<file path="src/rtl/dsq_pkg.sv">
package dsq_pkg;

    typedef enum logic [1:0] {
        CLS_GO  = 2'b00,
        CLS_FW  = 2'b01,
        CLS_HRD = 2'b10,
        CLS_HWR = 2'b11
    } cls_e;

    typedef enum logic [2:0] {
        S_CMD,
        S_ADDR,
        S_DIN,
        S_WAIT,
        S_DOUT
    } st_e;

    function automatic cls_e cls_of(input logic [7:0] code);
        return cls_e'(code[7:6]);
    endfunction

    function automatic logic fw_is_read(input logic [7:0] code);
        return code[5];
    endfunction

endpackage

</file>
<file path="src/rtl/dsq_shift_in.sv">
module dsq_shift_in #(
    parameter int W = 16
) (
    input  logic                       clk,
    input  logic                       rst_n,
    input  logic                       clr,
    input  logic                       stb,
    input  logic                       bit_in,
    output logic [W-1:0]               word_next,
    output logic [$clog2(W+1)-1:0]     cnt
);
    localparam int CW = $clog2(W+1);

    logic [W-1:0] word_q;

    assign word_next = {word_q[W-2:0], bit_in};

    always_ff @(posedge clk or negedge rst_n) begin
        if (!rst_n) begin
            word_q <= '0;
            cnt    <= '0;
        end else if (clr) begin
            word_q <= '0;
            cnt    <= '0;
        end else if (stb) begin
            word_q <= word_next;
            cnt    <= cnt + CW'(1);
        end
    end

    // the count is cleared on the last bit of a phase, so it never reaches W
    a_r8_no_overflow: assert property (@(posedge clk) disable iff (!rst_n)
        cnt < CW'(W));

endmodule

</file>
<file path="src/rtl/dsq_shift_out.sv">
module dsq_shift_out #(
    parameter int W = 16
) (
    input  logic                       clk,
    input  logic                       rst_n,
    input  logic                       load,
    input  logic [W-1:0]               data,
    input  logic                       stb,
    output logic                       bit_out,
    output logic [$clog2(W+1)-1:0]     cnt
);
    localparam int CW = $clog2(W+1);

    logic [W-1:0] sh_q;

    assign bit_out = sh_q[W-1];

    always_ff @(posedge clk or negedge rst_n) begin
        if (!rst_n) begin
            sh_q <= '0;
            cnt  <= '0;
        end else if (load) begin
            sh_q <= data;
            cnt  <= '0;
        end else if (stb) begin
            sh_q <= {sh_q[W-2:0], 1'b0};
            cnt  <= cnt + CW'(1);
        end
    end

    // a load always restarts the bit count
    a_r8_load_restart: assert property (@(posedge clk) disable iff (!rst_n)
        load |=> cnt == '0);

endmodule

</file>
<file path="src/rtl/dsq_delay.sv">
module dsq_delay #(
    parameter int DW = 8
) (
    input  logic          clk,
    input  logic          rst_n,
    input  logic          clr,
    input  logic          load,
    input  logic [DW-1:0] val,
    output logic          done
);
    logic [DW-1:0] cnt_q;

    assign done = (cnt_q == DW'(1));

    always_ff @(posedge clk or negedge rst_n) begin
        if (!rst_n)
            cnt_q <= '0;
        else if (clr)
            cnt_q <= '0;
        else if (load)
            cnt_q <= val;
        else if (cnt_q != '0)
            cnt_q <= cnt_q - DW'(1);
    end

    // once done, the counter is idle until the next load
    a_r9_idle_after_done: assert property (@(posedge clk) disable iff (!rst_n)
        done && !load |=> !done);

endmodule

</file>
<file path="src/rtl/dbg_frame_seq.sv">
module dbg_frame_seq
    import dsq_pkg::*;
#(
    parameter int CMD_W  = 8,
    parameter int WORD_W = 16,
    parameter int DLY_HW = 150,
    parameter int DLY_FR = 48,
    parameter int DLY_FW = 36,
    parameter int DLY_GO = 76
) (
    input  logic              clk,
    input  logic              rst_n,
    input  logic              bit_stb,
    input  logic              bit_in,
    input  logic              bit_timeout,
    output logic              tx_en,
    output logic              tx_bit,
    output logic              ready,
    input  logic [WORD_W-1:0] mem_rdata,
    output logic              rd_req,
    output logic              wr_req,
    output logic              exec_req,
    output logic              req_fw,
    output logic [CMD_W-1:0]  req_cmd,
    output logic [WORD_W-1:0] req_addr,
    output logic [WORD_W-1:0] req_wdata
);
    localparam int CW      = $clog2(WORD_W + 1);
    localparam int MAX_A   = (DLY_HW > DLY_FR) ? DLY_HW : DLY_FR;
    localparam int MAX_B   = (DLY_FW > DLY_GO) ? DLY_FW : DLY_GO;
    localparam int DLY_MAX = (MAX_A > MAX_B) ? MAX_A : MAX_B;
    localparam int DW      = $clog2(DLY_MAX + 1);

    st_e               state, state_nx;
    logic              rx_phase, last_rx, last_tx;
    logic              sh_clr, sh_stb;
    logic [WORD_W-1:0] sh_next;
    logic [CW-1:0]     sh_cnt, tx_cnt;
    logic [CW-1:0]     phase_len;
    logic [CMD_W-1:0]  cmd_now;
    cls_e              cls_now, cls_q;
    logic              reading;
    logic              dly_load, dly_done;
    logic [DW-1:0]     dly_val;
    logic              tx_load;

    assign cmd_now = sh_next[CMD_W-1:0];
    assign cls_now = cls_of(cmd_now);
    assign cls_q   = cls_of(req_cmd);
    assign reading = (cls_q == CLS_HRD) || (cls_q == CLS_FW && fw_is_read(req_cmd));

    assign rx_phase  = (state == S_CMD) || (state == S_ADDR) || (state == S_DIN);
    assign phase_len = (state == S_CMD) ? CW'(CMD_W) : CW'(WORD_W);
    assign last_rx   = rx_phase && bit_stb && (sh_cnt == phase_len - CW'(1));
    assign last_tx   = (state == S_DOUT) && bit_stb && (tx_cnt == CW'(WORD_W - 1));

    assign sh_stb  = rx_phase && bit_stb;
    assign sh_clr  = bit_timeout || last_rx;

    dsq_shift_in #(.W(WORD_W)) u_rx (
        .clk       (clk),
        .rst_n     (rst_n),
        .clr       (sh_clr),
        .stb       (sh_stb),
        .bit_in    (bit_in),
        .word_next (sh_next),
        .cnt       (sh_cnt)
    );

    // Next-state decode and delay selection
    always_comb begin
        state_nx = state;
        dly_val  = '0;
        unique case (state)
            S_CMD: begin
                if (last_rx) begin
                    unique case (cls_now)
                        CLS_GO: begin
                            state_nx = S_WAIT;
                            dly_val  = DW'(DLY_GO);
                        end
                        CLS_FW: begin
                            if (fw_is_read(cmd_now)) begin
                                state_nx = S_WAIT;
                                dly_val  = DW'(DLY_FR);
                            end else begin
                                state_nx = S_DIN;
                            end
                        end
                        default: state_nx = S_ADDR;
                    endcase
                end
            end
            S_ADDR: begin
                if (last_rx) begin
                    if (cls_q == CLS_HRD) begin
                        state_nx = S_WAIT;
                        dly_val  = DW'(DLY_HW);
                    end else begin
                        state_nx = S_DIN;
                    end
                end
            end
            S_DIN: begin
                if (last_rx) begin
                    state_nx = S_WAIT;
                    dly_val  = (cls_q == CLS_FW) ? DW'(DLY_FW) : DW'(DLY_HW);
                end
            end
            S_WAIT: begin
                if (dly_done)
                    state_nx = reading ? S_DOUT : S_CMD;
            end
            S_DOUT: begin
                if (last_tx)
                    state_nx = S_CMD;
            end
            default: state_nx = S_CMD;
        endcase
        if (bit_timeout)
            state_nx = S_CMD;
    end

    assign dly_load = (state != S_WAIT) && (state_nx == S_WAIT);
    assign tx_load  = (state == S_WAIT) && (state_nx == S_DOUT);

    dsq_delay #(.DW(DW)) u_dly (
        .clk   (clk),
        .rst_n (rst_n),
        .clr   (bit_timeout),
        .load  (dly_load),
        .val   (dly_val),
        .done  (dly_done)
    );

    dsq_shift_out #(.W(WORD_W)) u_tx (
        .clk     (clk),
        .rst_n   (rst_n),
        .load    (tx_load),
        .data    (mem_rdata),
        .stb     ((state == S_DOUT) && bit_stb),
        .bit_out (tx_bit),
        .cnt     (tx_cnt)
    );

    // State register
    always_ff @(posedge clk or negedge rst_n) begin
        if (!rst_n)
            state <= S_CMD;
        else
            state <= state_nx;
    end

    // Registered request outputs and field latches
    always_ff @(posedge clk or negedge rst_n) begin
        if (!rst_n) begin
            rd_req    <= 1'b0;
            wr_req    <= 1'b0;
            exec_req  <= 1'b0;
            req_fw    <= 1'b0;
            req_cmd   <= '0;
            req_addr  <= '0;
            req_wdata <= '0;
        end else begin
            rd_req   <= 1'b0;
            wr_req   <= 1'b0;
            exec_req <= 1'b0;
            if (last_rx && !bit_timeout) begin
                unique case (state)
                    S_CMD: begin
                        req_cmd  <= cmd_now;
                        req_fw   <= (cls_now == CLS_FW);
                        exec_req <= (cls_now == CLS_GO);
                        rd_req   <= (cls_now == CLS_FW) && fw_is_read(cmd_now);
                    end
                    S_ADDR: begin
                        req_addr <= sh_next;
                        rd_req   <= (cls_q == CLS_HRD);
                    end
                    S_DIN: begin
                        req_wdata <= sh_next;
                        wr_req    <= 1'b1;
                    end
                    default: ;
                endcase
            end
        end
    end

    assign ready = (state == S_CMD) && (sh_cnt == '0);
    assign tx_en = (state == S_DOUT);

    // requests are mutually exclusive single-cycle pulses
    a_r11_one_req: assert property (@(posedge clk) disable iff (!rst_n)
        $onehot0({rd_req, wr_req, exec_req}));
    a_r11_pulse: assert property (@(posedge clk) disable iff (!rst_n)
        (rd_req || wr_req || exec_req) |=> !(rd_req || wr_req || exec_req));
    // a timeout returns the sequencer to command wait
    a_r10_timeout_ready: assert property (@(posedge clk) disable iff (!rst_n)
        bit_timeout |=> ready && !tx_en);
    // a read request is always followed by a delay, not by ready or transmit
    a_r3_read_waits: assert property (@(posedge clk) disable iff (!rst_n)
        rd_req |-> !ready && !tx_en);
    // a write request is followed by a delay before ready
    a_r4_write_waits: assert property (@(posedge clk) disable iff (!rst_n)
        wr_req |-> !ready && !tx_en);
    // the wait state holds until the counter expires
    a_r9_wait_hold: assert property (@(posedge clk) disable iff (!rst_n)
        (state == S_WAIT) && !dly_done && !bit_timeout |=> state == S_WAIT);
    // ready and transmit never overlap
    a_r12_ready_excl: assert property (@(posedge clk) disable iff (!rst_n)
        ready |-> !tx_en);

endmodule

</file>
<file path="config.mk">
export PLATFORM = sky130hd
export DESIGN_NAME = dbg_frame_seq
export DESIGN_NICKNAME = d
export VERILOG_FILES = /design/src/rtl/dsq_pkg.sv /design/src/rtl/dsq_shift_in.sv /design/src/rtl/dsq_shift_out.sv /design/src/rtl/dsq_delay.sv /design/src/rtl/dbg_frame_seq.sv
export SDC_FILE = /design/constraint.sdc
export NUM_CORES = 1
export LEC_CHECK = 0
export BUFFER_PORTS_ARGS = -buffer_cell sky130_fd_sc_hd__buf_4
export CORE_UTILIZATION = 45
export DETAILED_ROUTE_END_ITERATION = 8
export GPL_TIMING_DRIVEN = 0
export HOLD_SLACK_MARGIN = 0.06
export PLACE_DENSITY = 0.66
export SYNTH_ARGS = -nofsm -noshare
export SYNTH_HDL_FRONTEND = slang
export SYNTH_SLANG_ARGS = --single-unit
</file>
<file path="constraint.sdc">
create_clock -name clk -period 4.85 [get_ports clk]
set_input_delay 0.485 -clock clk [delete_from_list [all_inputs] [get_ports clk]]
set_output_delay 0.485 -clock clk [all_outputs]
set_load 0.02 [all_outputs]
</file>
Word level (Yosys, flattened, before mapping) --
Cells that the tools add are included.
Word-level totals: register bits 96, input port bits 21, output and inout port bits 47, word-level logic and storage cells 92
Cells by class: add/subtract/negate cells 4, eq/ne operators 13, mux-type cells 37, reductions and logical operators 25
Operators by type and width (number):
- 2-to-1 mux 8 bit | 7
- 2-to-1 mux 16 bit | 2
- 2-to-1 mux 15 bit | 2
- 2-to-1 mux 5 bit | 5
- one-hot mux 8 bit (3 select lines) | 1
- 2-to-1 mux 3 bit | 7
- one-hot mux 3 bit (5 select lines) | 1
- one-hot mux 7 bit (2 select lines) | 1
- adder 5 x 1 -> 5 bit (second input constant) | 2
- logical AND 1 bit | 10
- equality test 3 x 2 -> 1 bit (second input constant) | 3
- equality test 8 x 1 -> 1 bit (second input constant) | 1
- nonzero test 8 bit | 1
- subtractor 8 x 1 -> 8 bit (second input constant) | 1
- 2-to-1 mux 1 bit | 7
- 2-to-1 mux 7 bit | 1
- equality test 3 bit (second input constant) | 2
- 2-to-1 mux 6 bit | 1
- AND reduction 2 bit | 3
- equality test 5 x 4 -> 1 bit (second input constant) | 1
- equality test 5 bit | 1
- logical NOT 5 bit | 1
- subtractor 5 x 1 -> 5 bit (second input constant) | 1
- equality test 2 x 1 -> 1 bit (second input constant) | 2
- 11 further kinds | 15

Longest topological paths before layout --
depth after elaboration 12, depth in mapped cells 8, mapped depth without buffers 8

By module --
Synthesis repeated with hierarchy kept, for this count alone.
Second synthesis, totals: cells, all modules 384, area total of the unflattened synthesis 4635.7 um^2
By module, submodules not included:
- dbg_frame_seq | times used 1, cells each 160, area an instance 2133.3 um^2
- dsq_shift_out | times used 1, cells each 91, area an instance 1014.7 um^2
- dsq_shift_in | times used 1, cells each 71, area an instance 884.6 um^2
- dsq_delay | times used 1, cells each 62, area an instance 603.1 um^2

Worst setup path before layout --
Ideal clock, no wire load.
kind register -> register, from register state[1], to register u_dly.cnt_q[2], arrival 1882 ps, path slack 2834 ps, cell stages (with the launch flop) 8, path buffers 1, period minus slack after synthesis 2016 ps, path through dfrtp_1 -> buf_4 -> nor4_4 -> o21ai_0 -> a2111oi_0 -> a211oi_2 -> nor3b_4 -> o31ai_1
On the way: word-level cells in the longest chain between the ends 12
RTL lines:
- start: declaration | line dbg_frame_seq.sv:34 | st_e state, state_nx;
- start signal: assignment | line dbg_frame_seq.sv:151 | state <= state_nx;
- logical NOT 3 bit / equality test 3 x 1 -> 1 bit (equally long branches) | line dbg_frame_seq.sv:52, dbg_frame_seq.sv:53, dbg_frame_seq.sv:74
- 2-to-1 mux 5 bit / logical OR 1 bit (equally long branches) | line dbg_frame_seq.sv:53, dbg_frame_seq.sv:52
- subtractor 5 x 1 -> 5 bit / logical OR 1 bit (equally long branches) | line dbg_frame_seq.sv:54, dbg_frame_seq.sv:52
- equality test 5 bit / logical AND 1 bit (equally long branches) | line dbg_frame_seq.sv:54 | assign last_rx = rx_phase && bit_stb && (sh_cnt == phase_len - CW'(1));
- logical AND 1 bit | line dbg_frame_seq.sv:54
- 2-to-1 mux 3 bit (on tied branches) | line dbg_frame_seq.sv:105, dbg_frame_seq.sv:76, dbg_frame_seq.sv:95
- one-hot mux 3 bit (5 select lines) | line dbg_frame_seq.sv:74 | unique case (state)
- 2-to-1 mux 3 bit | line dbg_frame_seq.sv:120 | if (bit_timeout)
- equality test 3 x 2 -> 1 bit | line dbg_frame_seq.sv:124 | assign dly_load = (state != S_WAIT) && (state_nx == S_WAIT);
- logical AND 1 bit | line dbg_frame_seq.sv:124
- 2-to-1 mux 8 bit | line dsq_delay.sv:20 | else if (load)
- 2-to-1 mux 8 bit | line dsq_delay.sv:18 | else if (clr)
- end signal: assignment | line dsq_delay.sv:21 | cnt_q <= val;
- end signal: assignment | line dsq_delay.sv:23 | cnt_q <= cnt_q - DW'(1);
- end: declaration | line dsq_delay.sv:11 | logic [DW-1:0] cnt_q;
Several ways; a longest one is shown, not always the timed one. A chain may end at the register's enable or synchronous reset.

Final worst setup path --
from register state[1], to register u_rx.cnt[0]
On the way: word-level cells in the longest chain between the ends 7
RTL lines:
- logical NOT 3 bit / equality test 3 x 1 -> 1 bit (equally long branches) | line dbg_frame_seq.sv:52, dbg_frame_seq.sv:53
- 2-to-1 mux 5 bit / logical OR 1 bit (equally long branches) | line dbg_frame_seq.sv:53, dbg_frame_seq.sv:52
- subtractor 5 x 1 -> 5 bit / logical OR 1 bit (equally long branches) | line dbg_frame_seq.sv:54, dbg_frame_seq.sv:52
- equality test 5 bit / logical AND 1 bit (equally long branches) | line dbg_frame_seq.sv:54, dbg_frame_seq.sv:57
- logical AND 1 bit | line dbg_frame_seq.sv:54
- logical OR 1 bit | line dbg_frame_seq.sv:58 | assign sh_clr = bit_timeout || last_rx;
- 2-to-1 mux 5 bit / nonzero test 2 bit (equally long branches)
- end signal: assignment | line dsq_shift_in.sv:27 | cnt <= cnt + CW'(1);
- end: declaration | line dsq_shift_in.sv:10 | output logic [$clog2(W+1)-1:0] cnt
Several ways; a longest one is shown, not always the timed one.

==> run_results.csv <==
group,metric,value,unit
timing,rsz0062_at_grt,"false",
yosys,ys_seq_area_share,55.8,%
drt,wl,8580,um
pwr,power_density,312,mW/mm2
cells_and_area,final_util,55.9,%
timing,slew_headroom,22.8,%
clock_network,cts_resized,0,
drt,drc,0,
die,start_util,46.6,%
setup_path,r2r-start,"state[1]",
clock_network,cts_tree,"yes",
setup_path,reg2reg_setup_slack,2.47,ns
yosys,synth_edf_count,0,
yosys,yosysWarnings,0,
flow_run,drv_cap,0,
yosys,synth.distinct_cells,48,
yosys,netlist_instances,388,
yosys,synth_nets,416,
setup_path,arrival,2.62,ns
drt,viasPerCell,5.06,
clock_network,ctsRootBufferMaster,"clkbuf_8",
clock_network,cts_buffer_depth,2,
grt,antenna_found_initial,0,
timing,tightestPinTransition,1.16,ns
die,ioPinCount,68,
yosys,ys.flop_type,"dfrtp_1",
setup_path,crit_type,"reg2reg",
setup_path,critPathMaxFanout,10,
run_status,status,"complete, no violations",
die,die_h,99.8,um
die,dieArea,0.00997,mm2
drt,first_pass_iters,4,
clock_network,path_clk_slew,0.10,ns
clock_network,cts.sinks,96,
grt,grt_pass1_vias,3037,
clock_network,clk_latency,0.37,ns
cells_and_area,num-nets-final,493,
yosys,synth_area_per_cell,11.1,um2
yosys,ys_ff_latch,96,
cells_and_area,layout-drive-gt1-share,25.5,%
drt,wl_per_cell,14.3,um
timing,min_period,2.38,ns
clock_network,ctsHoldBuffers,0,
setup_path,crit_end,"u_rx.cnt[0]",
grt,grt_pass1_wl,14700,um
timing,report.final.hold_viol_count,0,
die,die_w,99.8,um
placement,hpwl,5980,um
die,rows,35,
hold_path,hold_path_class,"in2reg",
drt,initialDrtViolationCount,256,
clock_network,post_cts_buffers,0,
setup_path,rr_worst_depth,6,
timing,clock_skew,0.0238,ns
yosys,mappedNetlistArea,0.00431,mm2
setup_path,r2r_end,"u_rx.cnt[0]",
grt,grt_max_degree,97,
drt,num_vias,3030,
grt,grt_util_all_layers,18.9,%
setup_path,crit_path_end_kind,"flop",
timing,final_max_slew_viol_count,0,
timing,fmax,0.421,GHz
timing,fin_setup_tns,0,ns
setup_path,worstPathRequired,5.09,ns
cells_and_area,areaGrowthSynthToFinish,19.8,%
yosys,async_flop_share,100,%
die,coreArea,0.00924,mm2
setup_path,startpoint,"state[1]",
grt,grt_overflow_total,0,
drt,ant_nets,0,
placement,place_congestion,0.819,
clock_network,numCtsBuffers,9,
setup_path,start_kind,"flop",
pwr,peakVddDrop,173,uV
timing,setup_viol,0,
clock_network,h-tree-depth,3,
cells_and_area,n_antenna_cell,0,
pwr,p_leak,2.59,nW
timing,fin_crit_sh,49.0,%
placement,numPortBuffers,66,
worst min path at each step:
| stage | from | to | slack [ns] | cells after the start |
|---|---|---|---|---|
| 3_3_place_gp | u_tx.sh_q[4] | u_tx.sh_q[4] | 0.46 | 2 |
| 6_report | mem_rdata[10] | u_tx.sh_q[10] | 0.33 | 3 |
| 4_1_cts | mem_rdata[10] | u_tx.sh_q[10] | 0.32 | 3 |
| 3_5_place_dp | u_tx.sh_q[7] | u_tx.sh_q[7] | 0.46 | 2 |
| 5_1_grt | mem_rdata[12] | u_tx.sh_q[12] | 0.31 | 3 |
| 2_1_floorplan | rst_n | exec_req | 0.19 | 0 |
area by class of cell:
cell class | count | area [um2]
plain buffers | 20 | 98.8
clock buffers | 9 | 124
clock inverters | 7 | 72.6
fillers | 812 | 4080
inverters | 10 | 37.5
multi-input cells | 262 | 1770
flip-flops and latches | 96 | 2400
well taps | 129 | 161
repair buffers | 66 | 495
metal layers:
metal / global-route usage [%] / share of wire, %
met1: 25.5 / 47
met2: 30.0 / 48
met3: 4.18 / 4.0
met4: 6.90 / 1.3
met5: 0 / 0
logic make-up after synthesis:
family,share of synthesized area [%]
flops,55.8
compound gates,9.15
fa+ha+maj,2.03
simple gates,16.1
buf+inv,3.17
mux,10.7
xor+xnor,3.05
Yosys cell counts (8+ instances only):
library cell,count,share of area [%]
clkbuf_1,14,1.2
mux2_2,21,5.5
a21oi_1,19,2.2
a22oi_1,15,2.6
nor2_1,22,1.9
xnor2_1,8,1.6
inv_1,10,0.87
nand2_1,78,6.8
dfrtp_1,96,56
mux2_1,19,5.0
worst max-delay path, stage by stage (launching register included):
cell,delay [ns]
dfrtp_1,0.38
buf_4,0.17
nand2_1,0.15
nand2_2,0.13
o41ai_2,0.91
clkbuf_1,0.42
nor2_1,0.10
power by group:
part / internal (mW) / switching (mW)
combinational: 0.0948 / 0.136
clock: 0.201 / 0.314
sequential: 0.834 / 0.0314
state kept, by name, indices dropped and copies added, names as in the netlist:
name / cells
u_tx.sh_q: 16
state: 3
req_cmd: 8
u_rx.word_q: 15
u_rx.cnt: 5
req_wdata: 16
wr_req: 1
exec_req: 1
u_tx.cnt: 5
req_addr: 16
u_dly.cnt_q: 8
rd_req: 1
req_fw: 1
cell usage in the layout, fill, tap and decap left out, types with 8 or more instances in the layout:
cell type,instances
a22oi_1,15
nor2_1,22
dfrtp_1,96
clkbuf_8,9
mux2_1,19
a21oi_1,19
inv_1,10
buf_4,68
clkbuf_1,14
nand2_1,78
mux2_2,21
xnor2_1,8
metrics by stage:
step / hold slack, ns / setup slack [ns] / total power [mW] / cell area (um2) / std cells
2_1_floorplan: 0.189 / 2.83 / 1.03 / 4310 / 388
3_3_place_gp: 0.459 / 2.42 / 1.10 / 4960 / 583
3_5_place_dp: 0.463 / 2.42 / 1.11 / 4960 / 583
4_1_cts: 0.317 / 2.47 / 1.63 / 5160 / 599
5_1_grt: 0.313 / 2.24 / 1.70 / 5160 / 599
6_report: 0.329 / 2.47 / 1.61 / 5160 / 599
(Power assumes the default switching activity.)
